### src/rtl/rstctl_pkg.sv
package rstctl_pkg;

    localparam int NUM_BANKS  = 3;
    localparam int SWRST_OFFS = 'h14;
    localparam int BANK0_OFFS = 'h20;
    localparam int BANK1_OFFS = 'h24;
    localparam int BANK2_OFFS = 'h34;
    localparam int TRIG_BASE  = 2;

    typedef enum logic [2:0] {
        SEL_NONE,
        SEL_BANK0,
        SEL_BANK1,
        SEL_BANK2,
        SEL_SWRST
    } sel_t;

    typedef enum logic [0:0] {
        SR_IDLE,
        SR_ACTIVE
    } sr_state_t;

    function automatic int bank_offset(input int idx);
        case (idx)
            0:       return BANK0_OFFS;
            1:       return BANK1_OFFS;
            default: return BANK2_OFFS;
        endcase
    endfunction

endpackage

### src/rtl/rstctl_decode.sv
module rstctl_decode
    import rstctl_pkg::*;
#(
    parameter int ADDR_W = 8
) (
    input  logic [ADDR_W-1:0] addr,
    output sel_t              sel
);

    localparam logic [ADDR_W-1:0] A_SW = ADDR_W'(SWRST_OFFS);
    localparam logic [ADDR_W-1:0] A_B0 = ADDR_W'(BANK0_OFFS);
    localparam logic [ADDR_W-1:0] A_B1 = ADDR_W'(BANK1_OFFS);
    localparam logic [ADDR_W-1:0] A_B2 = ADDR_W'(BANK2_OFFS);

    always_comb begin
        if (addr == A_B0)      sel = SEL_BANK0;
        else if (addr == A_B1) sel = SEL_BANK1;
        else if (addr == A_B2) sel = SEL_BANK2;
        else if (addr == A_SW) sel = SEL_SWRST;
        else                   sel = SEL_NONE;
    end

endmodule

### src/rtl/rstctl_bank.sv
module rstctl_bank #(
    parameter int          WIDTH = 32,
    parameter logic [31:0] INIT  = '0
) (
    input  logic             clk,
    input  logic             rst_n,
    input  logic             we,
    input  logic [WIDTH-1:0] wdata,
    output logic [WIDTH-1:0] q
);

    always_ff @(posedge clk or negedge rst_n) begin
        if (!rst_n)  q <= INIT[WIDTH-1:0];
        else if (we) q <= wdata;
    end

    // an unselected bank keeps its lines
    a_r9_bank_hold: assert property (@(posedge clk) disable iff (!rst_n)
        !we |=> $stable(q));

    // a selected bank takes the written value
    a_r2_bank_load: assert property (@(posedge clk) disable iff (!rst_n)
        we |=> q == $past(wdata));

endmodule

### src/rtl/rstctl_sysreset.sv
module rstctl_sysreset
    import rstctl_pkg::*;
#(
    parameter int PULSE_CYCLES = 16
) (
    input  logic clk,
    input  logic rst_n,
    input  logic trig_i,
    output logic pulse_o
);

    localparam int CNT_W = (PULSE_CYCLES > 1) ? $clog2(PULSE_CYCLES) : 1;
    localparam logic [CNT_W-1:0] CNT_LOAD = CNT_W'(PULSE_CYCLES - 1);

    sr_state_t        state, state_nx;
    logic [CNT_W-1:0] cnt, cnt_nx;

    always_ff @(posedge clk or negedge rst_n) begin
        if (!rst_n) begin
            state <= SR_IDLE;
            cnt   <= '0;
        end else begin
            state <= state_nx;
            cnt   <= cnt_nx;
        end
    end

    always_comb begin
        state_nx = state;
        cnt_nx   = cnt;
        unique case (state)
            SR_IDLE: begin
                if (trig_i) begin
                    state_nx = SR_ACTIVE;
                    cnt_nx   = CNT_LOAD;
                end
            end
            SR_ACTIVE: begin
                if (cnt == '0) state_nx = SR_IDLE;
                else           cnt_nx   = cnt - 1'b1;
            end
            default: state_nx = SR_IDLE;
        endcase
    end

    always_comb begin
        unique case (state)
            SR_ACTIVE: pulse_o = 1'b1;
            default:   pulse_o = 1'b0;
        endcase
    end

    // a trigger seen in idle raises the request on the next cycle
    a_r4_fire: assert property (@(posedge clk) disable iff (!rst_n)
        (state == SR_IDLE && trig_i) |=> pulse_o);

    // an exhausted count always ends the pulse, whatever the trigger does
    a_r6_expire: assert property (@(posedge clk) disable iff (!rst_n)
        (state == SR_ACTIVE && cnt == '0) |=> !pulse_o);

    // the request never rises without a trigger
    a_r5_rise_cause: assert property (@(posedge clk) disable iff (!rst_n)
        $rose(pulse_o) |-> $past(trig_i));

endmodule

### src/rtl/rstctl_top.sv
module rstctl_top
    import rstctl_pkg::*;
#(
    parameter int          ADDR_W       = 8,
    parameter int          DATA_W       = 32,
    parameter int          RESET_NUM    = 2,
    parameter int          PULSE_CYCLES = 16,
    parameter logic [31:0] BANK0_INIT   = 32'h0000_0000,
    parameter logic [31:0] BANK1_INIT   = 32'h0400_0000,
    parameter logic [31:0] BANK2_INIT   = 32'h0300_00F0
) (
    input  logic                        clk,
    input  logic                        rst_n,
    input  logic                        req_valid,
    input  logic                        req_write,
    input  logic [ADDR_W-1:0]           req_addr,
    input  logic [DATA_W-1:0]           req_wdata,
    output logic                        rd_valid,
    output logic [DATA_W-1:0]           rd_data,
    output logic [NUM_BANKS*DATA_W-1:0] periph_rst,
    output logic                        sys_rst_req
);

    localparam bit TRIG_EN  = (RESET_NUM >= 1) && (RESET_NUM <= 4);
    localparam int TRIG_BIT = TRIG_EN ? (TRIG_BASE + RESET_NUM) : 0;
    localparam logic [NUM_BANKS-1:0][31:0] INITS = {BANK2_INIT, BANK1_INIT, BANK0_INIT};

    sel_t                          sel;
    logic                          wr_en, rd_en;
    logic [NUM_BANKS-1:0]          bank_we;
    logic [NUM_BANKS-1:0][DATA_W-1:0] bank_q;
    logic [DATA_W-1:0]             rd_mux;
    logic                          trig;

    assign wr_en = req_valid &&  req_write;
    assign rd_en = req_valid && !req_write;

    rstctl_decode #(.ADDR_W(ADDR_W)) u_decode (
        .addr (req_addr),
        .sel  (sel)
    );

    for (genvar i = 0; i < NUM_BANKS; i++) begin : g_bank
        localparam sel_t MY_SEL = sel_t'(i + 1);
        assign bank_we[i] = wr_en && (sel == MY_SEL);

        rstctl_bank #(.WIDTH(DATA_W), .INIT(INITS[i])) u_bank (
            .clk   (clk),
            .rst_n (rst_n),
            .we    (bank_we[i]),
            .wdata (req_wdata),
            .q     (bank_q[i])
        );

        assign periph_rst[i*DATA_W +: DATA_W] = bank_q[i];
    end

    if (TRIG_EN) begin : g_trig
        assign trig = wr_en && (sel == SEL_SWRST) && req_wdata[TRIG_BIT];
    end else begin : g_notrig
        assign trig = 1'b0;
    end

    rstctl_sysreset #(.PULSE_CYCLES(PULSE_CYCLES)) u_sysreset (
        .clk     (clk),
        .rst_n   (rst_n),
        .trig_i  (trig),
        .pulse_o (sys_rst_req)
    );

    always_comb begin
        unique case (sel)
            SEL_BANK0: rd_mux = bank_q[0];
            SEL_BANK1: rd_mux = bank_q[1];
            SEL_BANK2: rd_mux = bank_q[2];
            default:   rd_mux = '0;
        endcase
    end

    always_ff @(posedge clk or negedge rst_n) begin
        if (!rst_n) begin
            rd_valid <= 1'b0;
            rd_data  <= '0;
        end else begin
            rd_valid <= rd_en;
            rd_data  <= rd_en ? rd_mux : '0;
        end
    end

    // unmapped reads come back as zero
    a_r7_unmapped_zero: assert property (@(posedge clk) disable iff (!rst_n)
        (rd_en && sel == SEL_NONE) |=> (rd_valid && rd_data == '0));

    // the software-reset register reads as zero
    a_r5_swrst_reads_zero: assert property (@(posedge clk) disable iff (!rst_n)
        (rd_en && sel == SEL_SWRST) |=> (rd_valid && rd_data == '0));

    // a bank read returns that bank one cycle later
    a_r3_bank_read: assert property (@(posedge clk) disable iff (!rst_n)
        (rd_en && sel == SEL_BANK1) |=> (rd_data == periph_rst[DATA_W +: DATA_W]));

    // writes to unmapped addresses leave every line alone
    a_r7_unmapped_write: assert property (@(posedge clk) disable iff (!rst_n)
        (wr_en && sel == SEL_NONE) |=> $stable(periph_rst));

    if (!TRIG_EN) begin : g_chk_off
        // a disabled path never requests a system reset
        a_r8_disabled: assert property (@(posedge clk) disable iff (!rst_n)
            !sys_rst_req);
    end

endmodule

### config.mk
export PLATFORM = sky130hd
export DESIGN_NAME = rstctl_top
export DESIGN_NICKNAME = d
export VERILOG_FILES = /design/src/rtl/rstctl_pkg.sv /design/src/rtl/rstctl_decode.sv /design/src/rtl/rstctl_bank.sv /design/src/rtl/rstctl_sysreset.sv /design/src/rtl/rstctl_top.sv
export SDC_FILE = /design/constraint.sdc
export NUM_CORES = 1
export LEC_CHECK = 0
export ABC_AREA = 1
export ABC_CLOCK_PERIOD_IN_PS = 1720
export BUFFER_PORTS_ARGS = -buffer_cell sky130_fd_sc_hd__buf_2
export CORE_MARGIN = 2
export CORE_UTILIZATION = 34
export CTS_CLUSTER_SIZE = 25
export DETAILED_ROUTE_END_ITERATION = 10
export PLACE_DENSITY = 0.55
export SETUP_SLACK_MARGIN = 0.3
export SYNTH_ARGS = -nofsm -noshare
export SYNTH_HDL_FRONTEND = slang
export SYNTH_SLANG_ARGS = --single-unit
### constraint.sdc
create_clock -name clk -period 1.72 [get_ports clk]
set_clock_uncertainty 0.15 [all_clocks]
set_input_delay 0.344 -clock clk [delete_from_list [all_inputs] [get_ports clk]]
set_output_delay 0.344 -clock clk [all_outputs]
set_load 0.03 [all_outputs]
======== After elaboration in Yosys (flattened, before gate mapping) ========
Index checks and enable logic that the tools add are counted.
word-level totals
  bits in registers ....................... 134
  bits of input ports ..................... 44
cells by class
  $add $sub $neg .......................... 1
  equality and inequality tests ........... 10
  multiplexer cells ....................... 13
  bitwise operators ....................... 1
  reductions and logical operators ........ 10
operators with widths
  cell                                              number
  one-hot mux 32 bit (3 select lines)               1
  2-to-1 mux 32 bit                                 1
  == test 8 x 6 -> 1 bit, second input constant     3
  2-to-1 mux 3 bit                                  4
  == test 8 x 5 -> 1 bit, second input constant     1
  2-to-1 mux 4 bit                                  2
  one-hot mux 4 bit (2 select lines)                1
  logical AND 1 bit                                 7
  == test 3 x 2 -> 1 bit, second input constant     2
  zero test 4 bit                                   1
  != test 2 bit, second input constant              2
  subtractor 4 x 1 -> 4 bit, second input constant  1
  == test 3 x 1 -> 1 bit, second input constant     1
  == test 3 bit, second input constant              1
  2-to-1 mux 1 bit                                  3
  one-hot mux 1 bit (2 select lines)                1
  AND reduction 2 bit                               1
  zero test 1 bit                                   1
  NOT 1 bit                                         1

======== Longest topological paths before layout ========
  depth after elaboration ................. 10
  mapped depth ............................ 10
  depth with buffers taken out ............ 9

======== Hierarchy ========
From an unflattened synthesis, not the netlist that was laid out.
second synthesis, totals
  cell total of the unflattened synthesis .. 737
  area total of the unflattened synthesis .. 6352.3 um2
modules (own cells, without submodules)
  module                          times used  cells an instance  area each (um2)  seq. area each (um2)
  rstctl_top                      1           269                2077.0           825.8
  rstctl_bank (g_bank[2].u_bank)  1           136                1300.0           808.3
  rstctl_bank (g_bank[1].u_bank)  1           136                1293.7           802.0
  rstctl_bank (g_bank[0].u_bank)  1           136                1292.5           800.8
  rstctl_sysreset                 1           38                 292.8            125.1
  rstctl_decode                   1           22                 96.3             0.0

======== Worst setup path before layout ========
Ideal clock, no wire load.
  path kind ............................... in2reg
  from .................................... input port req_addr[3]
  to ...................................... register g_bank[2].u_bank.q[22]
  arrival ................................. 1.169 ns
  required time ........................... 1.451 ns
  setup slack ............................. 0.282 ns
  stages on the path ...................... 8
  path through ............................ inv_1 > nand2_1 > nor2_2 > nand2_2 > nor2_4 > buf_4 > nand2_1 > o21a_1
on the way
  word-level cells in the longest chain between the ends .. 7
RTL lines
  item                        line                 source
  start: declaration          rstctl_top.sv:16     input logic [ADDR_W-1:0] req_addr,
  == test 8 x 5 -> 1 bit      rstctl_decode.sv:19  else if (addr == A_SW) sel = SEL_SWRST;
  2-to-1 mux 3 bit            rstctl_decode.sv:19
  2-to-1 mux 3 bit            rstctl_decode.sv:18  else if (addr == A_B2) sel = SEL_BANK2;
  2-to-1 mux 3 bit            rstctl_decode.sv:17  else if (addr == A_B1) sel = SEL_BANK1;
  2-to-1 mux 3 bit (*)        rstctl_decode.sv:16  if (addr == A_B0) sel = SEL_BANK0;
  == test 3 x 2 -> 1 bit (*)  rstctl_top.sv:45     assign bank_we[i] = wr_en && (sel == MY_SEL);
  logical AND 1 bit (*)       rstctl_top.sv:45
  end signal: assignment      rstctl_bank.sv:13    if (!rst_n) q <= INIT[WIDTH-1:0];
  end signal: assignment      rstctl_bank.sv:14    else if (we) q <= wdata;
  end: declaration            rstctl_bank.sv:9     output logic [WIDTH-1:0] q
Mark *: on every way between the ends. The rest lies on a longest branch, timed or not.
A chain may end at the register's enable or synchronous reset.

======== Final worst setup path ========
  from .................................... register g_bank[2].u_bank.q[7]
  to ...................................... output port periph_rst[71]
RTL lines
  item              line              source
  end: declaration  rstctl_top.sv:20  output logic [NUM_BANKS*DATA_W-1:0] periph_rst,
No word-level cell between the ends.

==> out/results.tsv <==
stage	metric	value	unit
placed_design	gp_congestion	0.775	
power_and_ir_drop	switchingPower	1960	µW
critical_path	path_buf_inv	1	
synth	synth_cell_types	26	
clock_network	path_clk_slew	0.06	ns
global_route	grt_max_degree	49	
clock_network	htreeDepth	4	
detailed_routing	ant_nets	0	
global_route	antenna_found_initial	1	
critical_path	regToRegSetupSlack	0.32	ns
global_route	grt_pass1_wl	29400	µm
critical_path	crit_type	register to output port	
timing	max_slew_margin	0.664	
clock_network	cts_tree	built	
clock_network	cts_sinks	134	
power_and_ir_drop	power.density	876	nW/µm²
power_and_ir_drop	peakVddDrop	671	µV
worst_hold_path	hold_end	g_bank[2].u_bank.q[10]	
layout	mostFrequentLayoutCells	167 x nand2_1, 131 x buf_6, 127 x dfrtp_1, 119 x buf_4, 86 x inv_1	
global_route	grt_pass1_vias	5457	
timing	tightest_slew	0.504	ns
die	top_level_ports	174	
critical_path	crit_chain	buf_6	
detailed_routing	vias_per_cell	4.73	
detailed_routing	vias	5573	
timing	period_minus_slack	1.61	ns
critical_path	crit_path_top_delay_cell	dfstp_2	
status	status	finished clean	
global_route	grt_overflow	0	
synth	ys_seq_area_frac	0.583	
critical_path	critPathTopFamily	flip-flops	
critical_path	cpPeakStageDelay	0.56	ns
critical_path	worstReg2RegEnd	u_sysreset.cnt[2]	
timing	max_clock_freq	0.621	GHz
die	die_w	134	µm
placed_design	dp.cells	1044	
timing	fin_crit_sh	0.937	
worst_hold_path	holdPathStages	3	
detailed_routing	post_drt_wl_per_cell	15.6	µm
layout	layout_commonest_cell	nand2_1	
critical_path	critical_path_arrival	1.12	ns
synth	synth.net_count	700	
synth	synth-seq-cells	134	
clock_network	clk_latency	0.42	ns
detailed_routing	route.final.wire_length	18400	µm
critical_path	cp.required	1.23	ns
global_route	grt.total_usage	0.211	
synth	synth_cells	654	
critical_path	cp-end-kind	output port	
synth	syn_avg_cell_area	8.82	µm²
placed_design	port_buffers	173	
critical_path	reg2reg_depth	7	
power_and_ir_drop	swShare	0.238	
die	start_util	0.348	
layout	register_area	3360	µm²
power_and_ir_drop	p_leak	0.00489	µW
synth	synth_area	5770	µm²
timing	fin_ws	0.109	ns
layout	fin_cells	1179	
timing	finalSetupViolCount	0	
timing	hold_viol	0	
layout	fillers	1483	
layout	multiInputGateArea	1890	µm²
power_and_ir_drop	power_frac_comb	0.101	
worst_hold_path	hold_start	req_wdata[10]	
clock_network	root_buffer	clkbuf_16	
die	core_area	16600	µm²
worst_hold_path	hp-class	primary input to register	
placed_design	dp.final_hpwl	11700	µm
detailed_routing	firstDrtPassIters	7	
detailed_routing	drt-initial-drc-count	318	
power_and_ir_drop	power_frac_seq	0.401	
clock_network	clockBufferDepth	2	
clock_network	numCtsBuffers	17	
die	num_rows	47	
power_and_ir_drop	p_clk_frac	0.498	
power_and_ir_drop	intPower	6280	µW
critical_path	startpoint_type	register	
layout	drive_gt1_frac	0.381	
die	die_h	134	µm
die	floorplan.die_area	18000	µm²
timing	rsz0062_at_grt	true	
timing	slew_violations	0	
critical_path	r2r-start	u_sysreset.cnt[0]	
layout	nets	992	
timing	whs	0.0107	ns
timing	setup_tns	0	ns
detailed_routing	drc	0	
critical_path	path_max_fanout	3	
layout	antennaDiodeCount	0	
synth	synth_warnings	0	
placed_design	dpl_worst_slack	-0.0225	ns
layout	syn_to_final_growth	63.2	%
run	max_cap_violations	0	
metrics by stage:
stage	total power (µW)	cell area [µm²]	utilization
CTS	8290	9260	0.558
global route	8530	9420	0.568
global placement	3970	7130	0.430
finish	8250	9420	0.568
floorplan	3650	5780	-
detailed placement	3970	7130	0.430
synthesized netlist by cell type (all sizes together):
cell | count | area [µm²]
nand2 | 173 | 662
ha | 2 | 25.0
dfstp | 7 | 184
o31ai | 1 | 7.51
a21oi | 21 | 105
inv | 94 | 353
o21a | 20 | 150
nand3 | 65 | 325
xor2 | 1 | 8.76
clkbuf | 5 | 18.8
dfrtp | 127 | 3180
buf | 31 | 184
nor2 | 11 | 53.8
o21ai | 83 | 419
o211ai | 12 | 90.1
nand4 | 1 | 6.26
cells by family after synthesis:
logic type,after synthesis,synth area share
compound gates,137,0.134
fa+ha+maj,2,0.00434
buf+inv,130,0.0963
xor+xnor,1,0.00152
flops,134,0.583
simple gates,250,0.181
layout make-up:
type / instances / share of cell area
flip-flops and latches: 134 / 0.357
repair buffers: 308 / 0.304
multi-input cells: 391 / 0.201
clock buffers: 19 / 0.0481
inverters: 94 / 0.0377
well taps: 220 / 0.0292
clock inverters: 13 / 0.0231
timing repair:
action,4_1_cts,5_1_grt
resized for setup,262,8
gates cloned,0,1
setup buffers,80,18
hold buffers,4,0
pin swaps,0,2
hold endpoints to repair,37,0
endpoints found under the setup margin,132,138
how the worst max path moves through the flow:
stage                          start                     end  slack, ns  cells past startpoint
6_report       g_bank[2].u_bank.q[7]          periph_rst[71]       0.11                      1
3_3_place_gp             req_addr[2]  g_bank[2].u_bank.q[30]      -0.01                      9
5_1_grt        g_bank[2].u_bank.q[7]          periph_rst[71]       0.08                      1
3_5_place_dp             req_addr[1]              rd_data[7]      -0.02                      9
2_1_floorplan            req_addr[3]  g_bank[0].u_bank.q[11]       0.30                      9
4_1_cts        g_bank[2].u_bank.q[7]          periph_rst[71]        0.1                      1
layer usage:
layer	vias to the layer above	part of all wire	global-route usage
li1	2680	-	-
met1	2662	0.45	0.291
met2	215	0.47	0.330
met3	14	0.071	0.0586
met4	2	0.0080	0.0538
met5	-	0.00071	0
registers in the layout, summed over array words and instances, names as in the netlist:
register	cells
u_sysreset.cnt	4
rd_valid	1
rd_data	32
u_sysreset.state	1
g_bank.u_bank.q	96
power groups by stage:
stage,logic (µW),clock network (µW),registers [µW]
floorplan,145,0,3510
global placement,604,0,3370
detailed placement,606,0,3360
CTS,814,4170,3310
global route,898,4320,3320
finish,831,4110,3310
No activity file was read; power rests on OpenSTA's default activity.
